### src/rtl/brc_pkg.sv
package brc_pkg;

   localparam int unsigned COND_W = 4;

   // Status flags gathered into one word for the condition decoder.
   typedef struct packed {
      logic v;
      logic h;
      logic i;
      logic n;
      logic z;
      logic c;
   } brc_flags_t;

   // Condition pairs: code[3:1] picks the pair and code[0] selects the complement.
   typedef enum logic [2:0] {
      PR_ALWAYS = 3'd0,
      PR_UGT    = 3'd1,
      PR_CCLR   = 3'd2,
      PR_ZCLR   = 3'd3,
      PR_VCLR   = 3'd4,
      PR_NCLR   = 3'd5,
      PR_SGT    = 3'd6,
      PR_SGE    = 3'd7
   } brc_pair_t;

endpackage

### src/rtl/brc_cond_decode.sv
module brc_cond_decode
   import brc_pkg::*;
(
   input  logic [COND_W-1:0] code,
   input  logic              alt,
   input  brc_flags_t        flags,
   input  logic              irq,
   output logic              take,
   output logic              bad
);

   brc_pair_t pair;
   logic      even_true;
   logic      n_eq_v;

   assign pair   = brc_pair_t'(code[COND_W-1:1]);
   assign n_eq_v = ~(flags.n ^ flags.v);

   always_comb begin
      even_true = 1'b0;
      bad       = 1'b0;
      if (alt) begin
         unique case (pair)
            PR_VCLR: even_true = ~flags.h;
            PR_SGT:  even_true = ~flags.i;
            PR_SGE:  even_true = ~irq;
            default: bad       = 1'b1;
         endcase
      end else begin
         unique case (pair)
            PR_ALWAYS: even_true = 1'b1;
            PR_UGT:    even_true = ~(flags.c | flags.z);
            PR_CCLR:   even_true = ~flags.c;
            PR_ZCLR:   even_true = ~flags.z;
            PR_VCLR:   even_true = ~flags.v;
            PR_NCLR:   even_true = ~flags.n;
            PR_SGT:    even_true = ~flags.z & n_eq_v;
            PR_SGE:    even_true = n_eq_v;
            default:   even_true = 1'b0;
         endcase
      end
      take = bad ? 1'b0 : (even_true ^ code[0]);
   end

endmodule

### src/rtl/brc_target_add.sv
module brc_target_add #(
   parameter int unsigned ADDR_W = 24,
   parameter int unsigned DISP_W = 8
) (
   input  logic [ADDR_W-1:0] base,
   input  logic [DISP_W-1:0] disp,
   output logic [ADDR_W-1:0] sum
);

   localparam int unsigned EXT_W = (ADDR_W > DISP_W) ? (ADDR_W - DISP_W) : 1;

   logic [ADDR_W-1:0] disp_ext;

   generate
      if (DISP_W < 2) begin : g_bad_disp
         $error("brc_target_add: DISP_W must be at least 2");
      end
      if (ADDR_W < DISP_W) begin : g_bad_addr
         $error("brc_target_add: ADDR_W must not be below DISP_W");
      end

      if (ADDR_W > DISP_W) begin : g_sext
         assign disp_ext = {{EXT_W{disp[DISP_W-1]}}, disp};
      end else begin : g_same
         assign disp_ext = disp[ADDR_W-1:0];
      end
   endgenerate

   assign sum = base + disp_ext;

endmodule

### src/rtl/brcond_eval.sv
module brcond_eval
   import brc_pkg::*;
#(
   parameter int unsigned ADDR_W = 24,
   parameter int unsigned DISP_W = 8
) (
   input  logic              clk,
   input  logic              rst_n,
   input  logic              in_valid,
   input  logic [3:0]        cond_code,
   input  logic              alt_prefix,
   input  logic              flag_v,
   input  logic              flag_h,
   input  logic              flag_i,
   input  logic              flag_n,
   input  logic              flag_z,
   input  logic              flag_c,
   input  logic              irq_line,
   input  logic [ADDR_W-1:0] next_pc,
   input  logic [DISP_W-1:0] disp,
   output logic              out_valid,
   output logic              taken,
   output logic              illegal,
   output logic [ADDR_W-1:0] target
);

   generate
      if (COND_W != 4) begin : g_bad_cond
         $error("brcond_eval: condition field must be 4 bits");
      end
   endgenerate

   brc_flags_t        flags;
   logic              dec_take;
   logic              dec_bad;
   logic [ADDR_W-1:0] sum;

   assign flags = '{v: flag_v, h: flag_h, i: flag_i, n: flag_n, z: flag_z, c: flag_c};

   brc_cond_decode u_decode (
      .code  (cond_code),
      .alt   (alt_prefix),
      .flags (flags),
      .irq   (irq_line),
      .take  (dec_take),
      .bad   (dec_bad)
   );

   brc_target_add #(
      .ADDR_W (ADDR_W),
      .DISP_W (DISP_W)
   ) u_add (
      .base (next_pc),
      .disp (disp),
      .sum  (sum)
   );

   always_ff @(posedge clk or negedge rst_n) begin
      if (!rst_n) begin
         out_valid <= 1'b0;
         taken     <= 1'b0;
         illegal   <= 1'b0;
         target    <= '0;
      end else begin
         out_valid <= in_valid;
         taken     <= in_valid & dec_take;
         illegal   <= in_valid & dec_bad;
         if (in_valid) begin
            target <= sum;
         end
      end
   end

endmodule

### config.mk
export PLATFORM = sky130hd
export DESIGN_NAME = brcond_eval
export DESIGN_NICKNAME = d
export VERILOG_FILES = /design/src/rtl/brc_pkg.sv /design/src/rtl/brc_cond_decode.sv /design/src/rtl/brc_target_add.sv /design/src/rtl/brcond_eval.sv
export SDC_FILE = /design/constraint.sdc
export NUM_CORES = 1
export LEC_CHECK = 0
export BUFFER_PORTS_ARGS = -buffer_cell sky130_fd_sc_hd__buf_2
export CELL_PAD_IN_SITES_DETAIL_PLACEMENT = 2
export CELL_PAD_IN_SITES_GLOBAL_PLACEMENT = 2
export CORE_ASPECT_RATIO = 1.4
export CORE_MARGIN = 5
export CORE_UTILIZATION = 30
export CTS_BUF_LIST = sky130_fd_sc_hd__clkbuf_16
export DETAILED_ROUTE_END_ITERATION = 8
export PLACE_DENSITY = 0.83
export SLEW_MARGIN = 20
export SYNTH_ARGS = -nofsm -noshare
export SYNTH_HDL_FRONTEND = slang
export SYNTH_SLANG_ARGS = --single-unit
### constraint.sdc
create_clock -name clk -period 0.8 [get_ports clk]
set_input_delay 0.12 -clock clk [delete_from_list [all_inputs] [get_ports clk]]
set_output_delay 0.12 -clock clk [all_outputs]
set_load 0.1 [all_outputs]
==> reports/metrics.csv, run 1 <==
metric,value,unit
Mapped Area,0.00231,mm2
Syn Nets,335,
post-CTS sizing,90,
Post-Synthesis Cells,264,
ys async rst share,1.00,
Fail Step,clock tree synthesis (4_1_cts),
sequential area share after synthesis,0.292,
post-CTS setup buffers,20,
Yosys cell types,47,
Err,[ERROR DPL-0033] detailed placement checks failed during check placement.,
TritonCTS Buffers,3,
Std-Cell Rows,38,
Synth Area per Inst,8.77,um2
warnings from Yosys,0,
Most used DFF post-synth,dfrtp_1,
"Hold-fix buffers, CTS",1,
Synth Register Bits,27,
hpwl dp,10100,um
Placed Area,0.00402,mm2
outcome,aborted with a tool error,
Die Y,114,um
"EDFF count, synth",0,
Die W,84.2,um
root buffer cell,clkbuf_16,
Ports,74,
clock tree buffer depth,2,
CTS Sinks,27,
GP Congestion,0.815,
Initial Util,0.302,
port buffer count,73,
Max H-tree Level,1,
[kinds of logic after synthesis]
family                     Yosys count  synth area share
DFF                                 27             0.292
buffers and inverters               20            0.0335
muxes                               18            0.0881
AOI/OAI and AO/OA                   82             0.234
and+or+nand+nor                     72             0.141
xor gates and xnor gates            21            0.0795
adders and majority gates           24             0.133
[Yosys cell counts, drive strengths merged (2+ instances only)]
cell type   n  share of area
nand2      29          0.047
xor2        6          0.023
inv         9          0.015
a211oi      4          0.015
o21bai      2         0.0065
clkbuf      9          0.015
o211ai      2         0.0065
a21oi      27          0.058
buf         2         0.0038
or3         2         0.0054
nand3       4         0.0086
nor2       19          0.032
a2111oi     2          0.013
xnor2      15          0.057
mux2       16          0.079
dfrtp      27           0.29
nor2b       3         0.0081
a21o        7          0.023
and3        3         0.0081
nand4       5          0.014
ha         23           0.12
and2        2         0.0054
o21a        2         0.0065
o221ai      3          0.014
o21ai      25          0.057
mux2i       2         0.0086
nor3        3         0.0065
[stage by stage]
| step | cells | worst slack [ns] | util | TNS (ns) |
|---|---|---|---|---|
| after global placement | 502 | -1.44 | 0.525 | -25.36 |
| after floorplan | 264 | -1.15 | - | -18.85 |
| after detailed placement | 502 | -1.75 | 0.525 | -28.64 |
==> run 2, diff against run 1 <==
--- a/config.mk
+++ b/config.mk
@@ -6,14 +6,10 @@
 export NUM_CORES = 1
 export LEC_CHECK = 0
 export BUFFER_PORTS_ARGS = -buffer_cell sky130_fd_sc_hd__buf_2
-export CELL_PAD_IN_SITES_DETAIL_PLACEMENT = 2
-export CELL_PAD_IN_SITES_GLOBAL_PLACEMENT = 2
-export CORE_ASPECT_RATIO = 1.4
 export CORE_MARGIN = 5
-export CORE_UTILIZATION = 30
-export CTS_BUF_LIST = sky130_fd_sc_hd__clkbuf_16
+export CORE_UTILIZATION = 23
 export DETAILED_ROUTE_END_ITERATION = 8
-export PLACE_DENSITY = 0.83
+export PLACE_DENSITY_LB_ADDON = 0.15
 export SLEW_MARGIN = 20
 export SYNTH_ARGS = -nofsm -noshare
 export SYNTH_HDL_FRONTEND = slang
==> run 2 against run 1 <==
- the flow now finishes, with violations (setup timing)
- synthesized cell count unchanged
- synthesized area unchanged
==> reports/metrics.csv, run 2 <==
metric,value,unit
outcome,"finished, violations left",
failing checks,setup timing,
layout cells sized above 1,0.639,
Mapped Area,0.00231,mm2
Synth Register Bits,27,
max cap viols,0,
Vias,2497,
total die area,0.0122,mm2
Critical Path End Type,flop,
post-layout util,0.466,
Synth top cells by count,"29 x nand2_1, 27 x a21oi_1, 27 x dfrtp_1, 23 x ha_1, 21 x o21ai_0",
"commonest non-fill, non-tap cells in the layout","72 x buf_4, 38 x buf_2, 30 x buf_12, 25 x nand2_1, 25 x dfrtp_2",
"critical path, cell by cell","buf_6, ha_4, fa_2, a211oi_2, nor2_2, o2111ai_4, a21oi_2, a31oi_1, xnor2_1, mux2_4",
final setup skew,0,ns
Total GRT Usage,0.127,
Syn Nets,335,
CP Data Arrival Time,1.99,ns
crit path kind,primary input to flop,
Final Slew Violations,0,
crit-path max FO,3,
Layout Cells excl Fill,549,
ys async rst share,1.00,
"Reg clk slew, reported paths",0.09,ns
Std-Cell Rows,36,
"EDFF count, synth",0,
total gr overflow,0,
CP peak stage delay,0.35,ns
vias in the first global route,2596,
Clk pwr share,0.092,
clock latency on the worst-skew pair,0.27,ns
area delta synth->final,97.0,%
Design Power,0.00901,W
combinational power share,0.682,
Int Power,0.00475,W
Yosys cell types,47,
Max rail drop VDD,0.00118,V
drt wl/cell,14.0,um
Most used DFF post-synth,dfrtp_1,
placed insts,527,
Worst-Margin Slew,0.304,ns
CTS tree,built,
root buffer cell,clkbuf_8,
"Hold Vio Cnt, Final",0,
first-pass GRT wire length,12300,um
DR pass1 iterations,4,
most frequent cell after synthesis,nand2_1,
"commonest non-fill, non-tap cell in the layout",buf_4,
post-synth top area share,0.292,
Area contributors post-synth,"dfrtp_1 29%, ha_1 12%, mux2_2 7.3%, a21oi_1 5.8%, xnor2_1 5.7%",
FMAX,0.547,GHz
Final Worst Setup Slack,-1.03,ns
RSZ-0062 raised after global routing,yes,
PwrDens,1980,mW/mm2
Synth Area per Inst,8.77,um2
Final Setup Violations,52,
max FFs per register,24,
largest area contributor in the netlist,dfrtp_1,
Crit path required time,0.97,ns
largest net degree at the start of global routing,28,
clock tree buffer depth,2,
Initial Util,0.237,
hpwl dp,6020,um
Final min period,1.83,ns
n_diodes,0,
Placed Area,0.00396,mm2
vias per cell,4.55,
nets,488,
Ports,74,
DR DRC count,0,
port buffer count,73,
Core ar.,0.00977,mm2
Setup crit start kind,primary input,
hold crit path type,primary input to flop,
Die Y,110,um
Post-Synthesis Cells,264,
Die W,110,um
Top delay family on crit path,compound AO/OA/AOI/OAI gates,
layout filler cell count,957,
Max-slew headroom,0.796,
Max H-tree Level,1,
CTS Sinks,27,
Top reg by flops,target,
design area,0.00456,mm2
TritonCTS Buffers,3,
Routed WL,7700,um
Setup TNS,-22.43,ns
GP Congestion,0.831,
initial drt markers,50,
Worst Path Buf+Inv,1,
slowest CP cell,fa_2,
initial antenna violation count,0,
warnings from Yosys,0,
sequential area share after synthesis,0.292,
leakage power,2.00,nW
Switching Power,0.00426,W
sw frac,0.472,
Tcrit/Tclk final,2.29,
sequential share of power,0.225,
number of routed nets with antenna violations,0,
==> run 2: cell counts after synthesis <==
Identical to the previous run, type by type.
==> run 2: area by class of cell <==
cell class,instances,area [um2],share of cell area
timing repair buffer,159,1570,0.344
inverter,9,33.8,0.00741
tap,133,166,0.0365
multi-input combinational,217,2030,0.446
clock buffer,3,41.3,0.00906
sequential,27,711,0.156
clock inverter,1,7.51,0.00165
==> run 2: per-stage QoR <==
| step | hold slack, ns | setup WS [ns] |
|---|---|---|
| 5_1_grt | 0.105 | -1.11 |
| 3_3_place_gp | 0.0864 | -1.39 |
| 6_report | 0.106 | -1.03 |
| 2_1_floorplan | -0.176 | -1.15 |
| 3_5_place_dp | 0.0869 | -1.50 |
| 4_1_cts | 0.0921 | -1.05 |
==> run 2: metal layers <==
metal | share of wire | up-vias | track usage
met4 | 0.0017 | 0 | 0.00792
met2 | 0.51 | 63 | 0.232
met5 | 0 | - | 0
li1 | - | 1263 | -
met1 | 0.44 | 1169 | 0.161
met3 | 0.050 | 2 | 0.0233
==> run 2: worst register-to-register path, stage by stage (launching register included) <==
cell     delay [ns]
dfrtp_2        0.46
buf_4          0.14
mux2_4         0.26
==> run 2: power by group through the flow <==
stage,clock network (W),registers (W),logic (W)
floorplan,0,0.00399,0.00132
global placement,0,0.00206,0.00554
detailed placement,0,0.00206,0.00558
CTS,0.000922,0.00203,0.00597
global route,0.000948,0.00208,0.00645
finish,0.000833,0.00203,0.00614
==> run 2: final timing paths <==
path / to / startpoint / slack (ns) / cells past startpoint
max: target[16]$_DFFE_PN0P_ / next_pc[0] / -1.03 / 10
min: illegal$_DFF_PN0_ / alt_prefix / 0.11 / 2
max reg2reg: target[20]$_DFFE_PN0P_ / target[20]$_DFFE_PN0P_ / -0.17 / 2
min reg2reg: target[12]$_DFFE_PN0P_ / target[12]$_DFFE_PN0P_ / 0.55 / 2
max in group asynchronous: target[0]$_DFFE_PN0P_ / rst_n / 0.28 / 3
min in group asynchronous: target[10]$_DFFE_PN0P_ / rst_n / 0.31 / 3
==> run 2: cell families (layout without fill, tap and decap cells) <==
family,Yosys count,count (layout),share of synthesized area
flip-flops,27,27,0.292
buffers and inverters,20,172,0.0335
adder cells (fa/ha/maj),24,24,0.133
multiplexers,18,18,0.0881
XOR/XNOR,21,21,0.0795
AND/OR/NAND/NOR,72,72,0.141
AO/OA/AOI/OAI,82,82,0.234
==> run 2: timing repair <==
| item | 4_1_cts | 5_1_grt |
|---|---|---|
| gates resized for setup | 54 | 37 |
| pin swaps | 43 | 29 |
| buffers inserted | 11 | 8 |
| hold buffers | 1 | 0 |
| cloned | 1 | 0 |
| endpoints found under the hold margin | 27 | 0 |
| endpoints found under the setup margin | 52 | 52 |
(Power assumes the default switching activity.)
==> run 3, diff against run 2 <==
--- a/config.mk
+++ b/config.mk
@@ -9,6 +9,7 @@
 export CORE_MARGIN = 5
 export CORE_UTILIZATION = 23
 export DETAILED_ROUTE_END_ITERATION = 8
+export GPL_TIMING_DRIVEN = 0
 export PLACE_DENSITY_LB_ADDON = 0.15
 export SLEW_MARGIN = 20
 export SYNTH_ARGS = -nofsm -noshare
==> constraint.sdc (replaced) <==
create_clock -name clk -period 0.8 [get_ports clk]
set_input_delay 0.08 -clock clk [delete_from_list [all_inputs] [get_ports clk]]
set_output_delay 0.08 -clock clk [all_outputs]
set_load 0.1 [all_outputs]
==> run 3 against run 2 <==
- the run ends with hold timing, setup timing left
- critical path depth did not move
- critical path type unchanged
- core utilization fell by 4.0 points
- hold slack got worse by 0.30 ns
- register-to-register slack improved by 0.10 ns
- routed wire length fell by 8.7%
- largest cell class unchanged
- flip-flop and latch count did not move
- worst setup slack got worse by 0.0039 ns
==> reports/metrics.csv, run 3 (same netlist as run 2, synthesis figures left out) <==
metric,value,unit
Die Y,110,um
layout filler cell count,963,
vias per cell,4.64,
DR pass1 iterations,4,
TritonCTS Buffers,3,
largest net degree at the start of global routing,28,
Ports,74,
hpwl dp,5330,um
FF+latch area,716,um2
Tcrit/Tclk final,2.29,
Routed WL,7030,um
failing checks,"hold timing, setup timing",
Setup crit start kind,primary input,
hold_ws,-0.193,ns
Post-Place Worst Slack,-1.59,ns
Max rail drop VDD,0.00124,V
hold crit path type,primary input to async pin,
Placed Area,0.00312,mm2
max cap viols,0,
"critical path, cell by cell","buf_6, ha_4, fa_2, a211oi_2, nor2_2, o2111ai_4, a2111oi_4, a311oi_2, xnor2_1, mux2_4",
Top reg by flops,target,
Final Setup Violations,52,
Top delay family on crit path,compound AO/OA/AOI/OAI gates,
Crit path required time,0.96,ns
DR DRC count,0,
Max-slew headroom,0.570,
CP Data Arrival Time,1.99,ns
max FFs per register,24,
number of routed nets with antenna violations,0,
"Hold Vio Cnt, Final",27,
Final Slew Violations,0,
crit-path max FO,3,
RSZ-0062 raised after global routing,yes,
drt wl/cell,14.1,um
Critical Path End Type,flop,
Initial Util,0.237,
Final Worst Setup Slack,-1.03,ns
Total GRT Usage,0.112,
CTS tree,built,
Die W,110,um
clock tree buffer depth,2,
GP Congestion,0.789,
total gr overflow,0,
"commonest non-fill, non-tap cells in the layout","37 x buf_2, 24 x nand2_1, 23 x dfrtp_2, 23 x buf_12, 21 x buf_6",
first-pass GRT wire length,10900,um
final setup skew,0,ns
root buffer cell,clkbuf_8,
leakage power,1.74,nW
vias in the first global route,2274,
"commonest non-fill, non-tap cell in the layout",buf_2,
Vias,2314,
nets,438,
port buffer count,72,
PwrDens,2040,mW/mm2
post-layout util,0.427,
Worst Path Buf+Inv,1,
area delta synth->final,80.2,%
design area,0.00417,mm2
Final min period,1.83,ns
n_diodes,0,
clock latency on the worst-skew pair,0.27,ns
"Hold-fix buffers, CTS",1,
CTS Sinks,27,
initial drt markers,27,
"Reg clk slew, reported paths",0.10,ns
FMAX,0.546,GHz
Multi-input gate area,0.00206,mm2
crit path kind,primary input to flop,
CP peak stage delay,0.38,ns
slowest CP cell,fa_2,
initial antenna violation count,0,
Core ar.,0.00977,mm2
Std-Cell Rows,36,
Worst-Margin Slew,0.645,ns
Worst R2R Setup Slack,-0.07,ns
total die area,0.0122,mm2
Max H-tree Level,1,
layout cells sized above 1,0.598,
outcome,"finished, violations left",
Setup TNS,-21.05,ns
[run 3: changes by cell type in the layout (fill, tap and decap cells not counted), sizes merged]
cell,delta
clkinv,+1
buf,-54
clkinvlp,-1
clkbuf,+4
[run 3: per-stage QoR]
stage / total power [W] / std cells / hold WS (ns)
after CTS: 0.00804 / 490 / -0.174
after global placement: 0.00612 / 469 / 0.148
after floorplan: 0.00532 / 264 / -0.216
after detailed placement: 0.00614 / 469 / 0.150
after global routing: 0.00894 / 499 / -0.147
final: 0.00850 / 499 / -0.193
[run 3: final timing paths]
| path | startpoint | end | cells after the start |
|---|---|---|---|
| worst min-delay path | rst_n | target[10]$_DFFE_PN0P_ | 1 |
| worst min register to register | target[22]$_DFFE_PN0P_ | target[22]$_DFFE_PN0P_ | 1 |
| worst max register to register | target[3]$_DFFE_PN0P_ | target[3]$_DFFE_PN0P_ | 1 |
| max in group asynchronous | rst_n | target[0]$_DFFE_PN0P_ | 1 |
| worst max-delay path | next_pc[0] | target[20]$_DFFE_PN0P_ | 10 |
| min in group clk | alt_prefix | illegal$_DFF_PN0_ | 2 |
[run 3: report_power, final]
group | switching [W] | internal [W]
clock network | 0.000444 | 0.000350
logic | 0.00337 | 0.00230
registers | 0.000314 | 0.00172
total | 0.00412 | 0.00437
[run 3: layer usage]
metal	vias up	part of all wire	track usage
li1	1165	-	-
met1	1083	0.45	0.151
met5	-	0	0
met2	62	0.48	0.190
met4	0	0.0043	0.0132
met3	4	0.057	0.0245
[run 3: cell type report]
| type | count | share of cell area |
|---|---|---|
| Clock inverter | 1 | 0.00120 |
| Buffer | 7 | 0.0135 |
| Tap cell | 133 | 0.0399 |
| Multi-Input combinational cell | 217 | 0.493 |
| Inverter | 9 | 0.00810 |
| Sequential cell | 27 | 0.172 |
| Clock buffer | 3 | 0.00990 |
| Timing Repair Buffer | 102 | 0.263 |
[run 3: what timing repair did]
item | CTS | global route
endpoints found under the setup margin | 53 | 52
hold endpoints to repair | 28 | 27
resized for setup | 124 | 67
setup buffers | 17 | 13
pin swaps | 39 | 33
